File: src/rtl/adc_ser_pkg.sv
package adc_ser_pkg;
  localparam int FRAME_BITS = 16;
  localparam int CODE_W = 12;
  localparam int TAG_W = 2;

  typedef struct packed {
    logic [TAG_W-1:0]  chan;
    logic [CODE_W-1:0] code;
    logic              twos;
  } adc_res_t;

  function automatic int ceil_div(longint num, longint den);
    return int'((num + den - 1) / den);
  endfunction

  // system cycles per serial clock half period, never below one
  function automatic int half_cycles(longint sys_hz, longint max_hz);
    int h;
    h = ceil_div(sys_hz, 2 * max_hz);
    return (h < 1) ? 1 : h;
  endfunction

  function automatic int ns_to_cycles(longint sys_hz, longint ns);
    return ceil_div(sys_hz * ns, 64'd1_000_000_000);
  endfunction

  function automatic int imax(int a, int b);
    return (a > b) ? a : b;
  endfunction

  // upper two bits of the received word are discarded
  function automatic adc_res_t split_word(logic [FRAME_BITS-1:0] w, logic twos);
    adc_res_t r;
    r.chan = w[CODE_W+TAG_W-1:CODE_W];
    r.code = w[CODE_W-1:0];
    r.twos = twos;
    return r;
  endfunction
endpackage

File: src/rtl/adc_half_tick.sv
module adc_half_tick #(
  parameter int HALF_CYC = 7
) (
  input  logic clk,
  input  logic rst_n,
  input  logic run,
  output logic tick
);
  localparam int CW = (HALF_CYC > 1) ? $clog2(HALF_CYC) : 1;

  generate
    if (HALF_CYC == 1) begin : g_direct
      assign tick = run;
    end else begin : g_count
      logic [CW-1:0] cnt;
      assign tick = run && (cnt == CW'(HALF_CYC - 1));
      always_ff @(posedge clk or negedge rst_n) begin
        if (!rst_n)       cnt <= '0;
        else if (!run)    cnt <= '0;
        else if (tick)    cnt <= '0;
        else              cnt <= cnt + 1'b1;
      end
    end
  endgenerate
endmodule

File: src/rtl/adc_gap_timer.sv
module adc_gap_timer #(
  parameter int QUIET_CYC = 13,
  parameter int PWRUP_CYC = 250
) (
  input  logic clk,
  input  logic rst_n,
  input  logic load_quiet,
  input  logic load_wake,
  output logic idle
);
  import adc_ser_pkg::*;
  localparam int TOPV = imax(QUIET_CYC, PWRUP_CYC);
  localparam int CW = $clog2(TOPV + 1);

  logic [CW-1:0] cnt;

  // a load only ever lengthens the remaining wait
  always_ff @(posedge clk or negedge rst_n) begin
    if (!rst_n)
      cnt <= '0;
    else if (load_wake && cnt < CW'(PWRUP_CYC))
      cnt <= CW'(PWRUP_CYC);
    else if (load_quiet && cnt < CW'(QUIET_CYC))
      cnt <= CW'(QUIET_CYC);
    else if (cnt != '0)
      cnt <= cnt - 1'b1;
  end

  assign idle = (cnt == '0);
endmodule

File: src/rtl/adc_frame_eng.sv
module adc_frame_eng #(
  parameter int HALF_CYC = 7
) (
  input  logic        clk,
  input  logic        rst_n,
  input  logic        go,
  input  logic [15:0] ctrl_word,
  input  logic        miso_i,
  output logic        cs_n_o,
  output logic        sclk_o,
  output logic        mosi_o,
  output logic        active,
  output logic        frame_end,
  output logic [15:0] rx_word
);
  import adc_ser_pkg::*;
  localparam int NPH = 2 * FRAME_BITS;
  localparam int HW = $clog2(NPH);

  logic          tick;
  logic [HW-1:0] ph;
  logic [15:0]   tx;
  logic          fall_evt;
  logic          rise_evt;

  assign active = !cs_n_o;

  adc_half_tick #(.HALF_CYC(HALF_CYC)) u_tick (
    .clk(clk), .rst_n(rst_n), .run(active), .tick(tick)
  );

  // even phases are high (sample then fall), odd phases are low
  assign fall_evt  = tick && !ph[0];
  assign frame_end = tick && (ph == HW'(NPH - 1));
  assign rise_evt  = tick && ph[0] && !frame_end;

  always_ff @(posedge clk or negedge rst_n) begin
    if (!rst_n) begin
      cs_n_o  <= 1'b1;
      sclk_o  <= 1'b1;
      mosi_o  <= 1'b0;
      tx      <= '0;
      rx_word <= '0;
      ph      <= '0;
    end else if (go && cs_n_o) begin
      cs_n_o  <= 1'b0;
      sclk_o  <= 1'b1;
      mosi_o  <= ctrl_word[15];
      tx      <= {ctrl_word[14:0], 1'b0};
      rx_word <= '0;
      ph      <= '0;
    end else if (fall_evt) begin
      sclk_o  <= 1'b0;
      rx_word <= {rx_word[14:0], miso_i};
      ph      <= ph + 1'b1;
    end else if (frame_end) begin
      sclk_o  <= 1'b1;
      cs_n_o  <= 1'b1;
      mosi_o  <= 1'b0;
      ph      <= '0;
    end else if (rise_evt) begin
      sclk_o  <= 1'b1;
      mosi_o  <= tx[15];
      tx      <= {tx[14:0], 1'b0};
      ph      <= ph + 1'b1;
    end
  end
endmodule

File: src/rtl/adc_ser_ctrl.sv
module adc_ser_ctrl #(
  parameter longint SYS_HZ      = 64'd250_000_000,
  parameter longint SCLK_MAX_HZ = 64'd20_000_000,
  parameter longint QUIET_NS    = 64'd50,
  parameter longint PWRUP_NS    = 64'd1000
) (
  input  logic        clk,
  input  logic        rst_n,
  input  logic        start_i,
  input  logic        wake_i,
  input  logic [15:0] ctrl_word_i,
  input  logic        twos_i,
  output logic        cs_n_o,
  output logic        sclk_o,
  output logic        mosi_o,
  input  logic        miso_i,
  output logic        res_valid_o,
  input  logic        res_ready_i,
  output logic [1:0]  res_chan_o,
  output logic [11:0] res_code_o,
  output logic        res_twos_o
);
  import adc_ser_pkg::*;
  localparam int HALF_CYC  = half_cycles(SYS_HZ, SCLK_MAX_HZ);
  localparam int QUIET_CYC = ns_to_cycles(SYS_HZ, QUIET_NS);
  localparam int PWRUP_CYC = ns_to_cycles(SYS_HZ, PWRUP_NS);

  logic        pending;
  logic        go;
  logic        active;
  logic        frame_end;
  logic        gap_idle;
  logic        twos_q;
  logic [15:0] rx_word;
  adc_res_t    res_q;

  assign go = pending && !active && gap_idle && !res_valid_o && !wake_i;

  always_ff @(posedge clk or negedge rst_n) begin
    if (!rst_n)       pending <= 1'b0;
    else if (go)      pending <= start_i;
    else if (start_i) pending <= 1'b1;
  end

  always_ff @(posedge clk or negedge rst_n) begin
    if (!rst_n)  twos_q <= 1'b0;
    else if (go) twos_q <= twos_i;
  end

  adc_frame_eng #(.HALF_CYC(HALF_CYC)) u_frame (
    .clk(clk), .rst_n(rst_n), .go(go), .ctrl_word(ctrl_word_i),
    .miso_i(miso_i), .cs_n_o(cs_n_o), .sclk_o(sclk_o), .mosi_o(mosi_o),
    .active(active), .frame_end(frame_end), .rx_word(rx_word)
  );

  adc_gap_timer #(.QUIET_CYC(QUIET_CYC), .PWRUP_CYC(PWRUP_CYC)) u_gap (
    .clk(clk), .rst_n(rst_n), .load_quiet(frame_end), .load_wake(wake_i),
    .idle(gap_idle)
  );

  always_ff @(posedge clk or negedge rst_n) begin
    if (!rst_n) begin
      res_valid_o <= 1'b0;
      res_q       <= '0;
    end else if (frame_end) begin
      res_valid_o <= 1'b1;
      res_q       <= split_word(rx_word, twos_q);
    end else if (res_valid_o && res_ready_i) begin
      res_valid_o <= 1'b0;
    end
  end

  assign res_chan_o = res_q.chan;
  assign res_code_o = res_q.code;
  assign res_twos_o = res_q.twos;
endmodule


File: config.mk
export PLATFORM = sky130hd
export DESIGN_NAME = adc_ser_ctrl
export DESIGN_NICKNAME = d
export VERILOG_FILES = /design/src/rtl/adc_ser_pkg.sv /design/src/rtl/adc_half_tick.sv /design/src/rtl/adc_gap_timer.sv /design/src/rtl/adc_frame_eng.sv /design/src/rtl/adc_ser_ctrl.sv
export SDC_FILE = /design/constraint.sdc
export NUM_CORES = 1
export LEC_CHECK = 0
export BUFFER_PORTS_ARGS = -buffer_cell sky130_fd_sc_hd__buf_2
export CELL_PAD_IN_SITES_DETAIL_PLACEMENT = 1
export CELL_PAD_IN_SITES_GLOBAL_PLACEMENT = 1
export CORE_MARGIN = 1.5
export CORE_UTILIZATION = 44
export DETAILED_ROUTE_END_ITERATION = 8
export GPL_ROUTABILITY_DRIVEN = 0
export PLACE_DENSITY_LB_ADDON = 0.1
export SLEW_MARGIN = 10
export SYNTH_ARGS = -nofsm -noshare
export SYNTH_HDL_FRONTEND = slang
export SYNTH_SLANG_ARGS = --single-unit
File: constraint.sdc
create_clock -name clk -period 2.2 [get_ports clk]
set_input_delay 0.11 -clock clk [delete_from_list [all_inputs] [get_ports clk]]
set_output_delay 0.11 -clock clk [all_outputs]
set_load 0.01 [all_outputs]
==> flow_summary.yaml <==
timing:
  rsz0062_at_grt: "no"
  setup_violations: 0
  slew_headroom_pct: 49.8
  worstMarginPinSlew_ps: 753
  drv_slew: 0
  final.period_utilization_pct: 89.2
  finClkSkew_ps: 9.07
  hold_viol: 0
  fin_crit_ps: 1960
  max_clock_freq_mhz: 509
  tns_ps: 0
critical_path:
  cp-end-kind: "register"
  worstPathCellList: "ha_1 > and3_1 > ha_1 > and4b_1 > and3_1 > a21oi_1 > nand3_1"
  critPathArrivalTime_ps: 2160
  crit-reg2reg-launch: "u_frame.ph[1]"
  crit_path_end: "u_gap.cnt[3]"
  r2r_cells: 7
  cp.required_ps: 2390
  crit_path_start_kind: "register"
  critPathMaxFanout: 6
  ff2ff_setup_slack_ps: 240
  cpMaxStageDelayCell: "dfrtp_1"
  critPathKind: "register to register"
  r2r-end: "u_gap.cnt[3]"
  cpPeakStageDelay_ps: 410
  critPathLaunch: "u_frame.ph[1]"
global_route:
  first_global_vias: 2406
  antenna_found_initial: 0
  overflow: 0
  grt_pass1_wl_um: 11800
  grt_max_degree: 35
  grt_use_total_pct: 21.0
drt:
  dr.first_iter.drc_count: 87
  routed.top_layer: "met4"
  drt-met1-wl_um: 3390
  vias: 2333
  wl_per_cell_um: 15.3
  met2_length_um: 3170
  drtAntennaViolNets: 0
  drc: 1
  wl_met3_um: 224
  wirelength_um: 6870
  vias_per_cell: 5.20
  dr.pass1.iters: 6
layout:
  nFillCells: 755
  final_area_um2: 3610
  ff_latch_area_um2: 1650
  syn_to_final_growth_pct: 20.4
  layout-drive-gt1-share_pct: 19.6
  layout_commonest_cell: "nand2_1"
  multiInputGateArea_um2: 1230
  final_nets: 396
  layout_common_cells: "84 x nand2_1, 64 x dfrtp_1, 41 x buf_2, 23 x nor2_1, 22 x a21oi_1"
  diodes: 0
floorplanning:
  rows: 29
  die_width_um: 85.5
  initial_core_util_pct: 46.4
  core_um2: 6460
  fp.dieH_um: 85.5
  pin_count: 42
  dieArea_um2: 7310
synthesis:
  synthFlopType: "dfrtp_1"
  ys_seq_area_share_pct: 55.2
  synth_edf_count: 0
  async_flop_share_pct: 100
  syn_avg_cell_area_um2: 9.67
  synthCells: 310
  synth_area_um2: 3000
  synth-seq-cells: 66
  yosysWarnings: 0
  synth.distinct_cells: 44
  syn_nets: 339
run_status:
  status: "finished with violations"
  violations: "design-rule violations"
clock_tree:
  htreeDepth: 3
  cts_resized: 0
  max-clock-path-buffers: 2
  post_cts_buffers: 0
  worstSkewPairLatency_ps: 340
  tritoncts: "built"
  cts_buffers: 9
  cts-root-buf: "clkbuf_8"
  clkTransAtPathRegs_ps: 80
  cts.sinks: 66
power_and_ir_drop:
  p_total_w: 0.00277
  powerDensity_nw_per_um2: 768
  p_leak_nw: 1.75
  peakVddDrop_uv: 349
placed_design:
  dp_hpwl_um: 4560
  place_area_um2: 3280
  port-buffer-count: 41
hold_path:
  hp-class: "primary input to register"
flow_run:
  max_cap_viol_count: 0
stage by stage:
step / setup slack (ps) / hold slack [ps] / instances / utilization [%]
floorplan: 224 / -186 / 310 / -
global placement: 327 / 225 / 422 / 50.8
detailed placement: 263 / 224 / 422 / 50.8
CTS: 233 / 0.637 / 449 / 55.9
global route: 130 / 14.9 / 449 / 55.9
finish: 237 / 16.0 / 449 / 55.9
repair_timing:
action | in CTS | in global routing
setup endpoints to repair | 0 | 0
endpoints found under the hold margin | 41 | 0
hold buffers | 11 | 0
layout make-up:
cell class	count	share of cell area, %
sequential	66	45.8
multi-input combinational	221	34.0
clock buffer	9	3.43
inverter	8	0.832
tap	77	2.67
timing repair buffer	61	10.6
clock inverter	7	2.60
state kept, by name, summed over array words and instances, names as in the netlist, 2 cells and up:
register and flops:
u_frame.rx_word 14, res_chan_o 2, u_frame.ph 5, u_frame.u_tick.g_count.cnt 3
res_code_o 12, u_frame.tx 15, u_gap.cnt 8
routing by layer:
| metal | vias to the layer above | track usage [%] |
|---|---|---|
| met5 | - | 0 |
| met4 | 0 | 8.65 |
| met3 | 9 | 5.00 |
| met2 | 35 | 32.5 |
| met1 | 1131 | 28.7 |
| li1 | 1158 | - |
report_power, final:
part | internal (W) | switching, W
Sequential | 0.00126 | 0.0000670
Combinational | 0.000141 | 0.000183
Clock | 0.000635 | 0.000487
Yosys cell counts, types with 3 or more instances:
| cell | instances | area, um^2 |
|---|---|---|
| buf_2 | 5 | 25.0 |
| inv_1 | 8 | 30.0 |
| a21oi_1 | 22 | 110 |
| a21o_1 | 3 | 22.5 |
| nor2_1 | 23 | 86.3 |
| xnor2_1 | 3 | 26.3 |
| o21ai_0 | 21 | 105 |
| and3_1 | 3 | 18.8 |
| dfrtp_1 | 64 | 1600 |
| clkbuf_1 | 5 | 18.8 |
| nand3b_1 | 3 | 22.5 |
| nand3_1 | 6 | 30.0 |
| mux2i_1 | 15 | 150 |
| o21ai_1 | 3 | 15.0 |
| nand2_1 | 84 | 315 |
| ha_1 | 6 | 75.1 |
worst min-delay path by stage:
stage | cells past startpoint | slack (ps) | to | start
5_1_grt | 2 | 10 | twos_q | twos_i
4_1_cts | 3 | 0.6 | u_frame.tx[5] | ctrl_word_i[4]
2_1_floorplan | 0 | -190 | pending | rst_n
6_report | 3 | 20 | u_frame.tx[5] | ctrl_word_i[4]
3_5_place_dp | 1 | 220 | res_code_o[7] | rst_n
3_3_place_gp | 1 | 220 | res_code_o[7] | rst_n
cell families (layout without fill, tap and decap cells):
family / after synthesis / count (layout) / synth area share, %
multiplexers: 17 / 17 / 5.89
AND/OR/NAND/NOR: 134 / 134 / 20.2
flip-flops: 66 / 66 / 55.2
XOR/XNOR: 5 / 5 / 1.46
adder cells (fa/ha/maj): 6 / 6 / 2.51
AO/OA/AOI/OAI: 59 / 59 / 10.9
buffers and inverters: 23 / 85 / 3.84
worst max-delay path: cells and delay by family, from the launching register on:
| family | cells | cell delay (ps) |
|---|---|---|
| and+or+nand+nor | 4 | 810 |
| adders and majority gates | 2 | 470 |
| DFF | 1 | 410 |
| AOI/OAI and AO/OA | 1 | 130 |
Note: power is estimated with default switching activity, not from simulation.
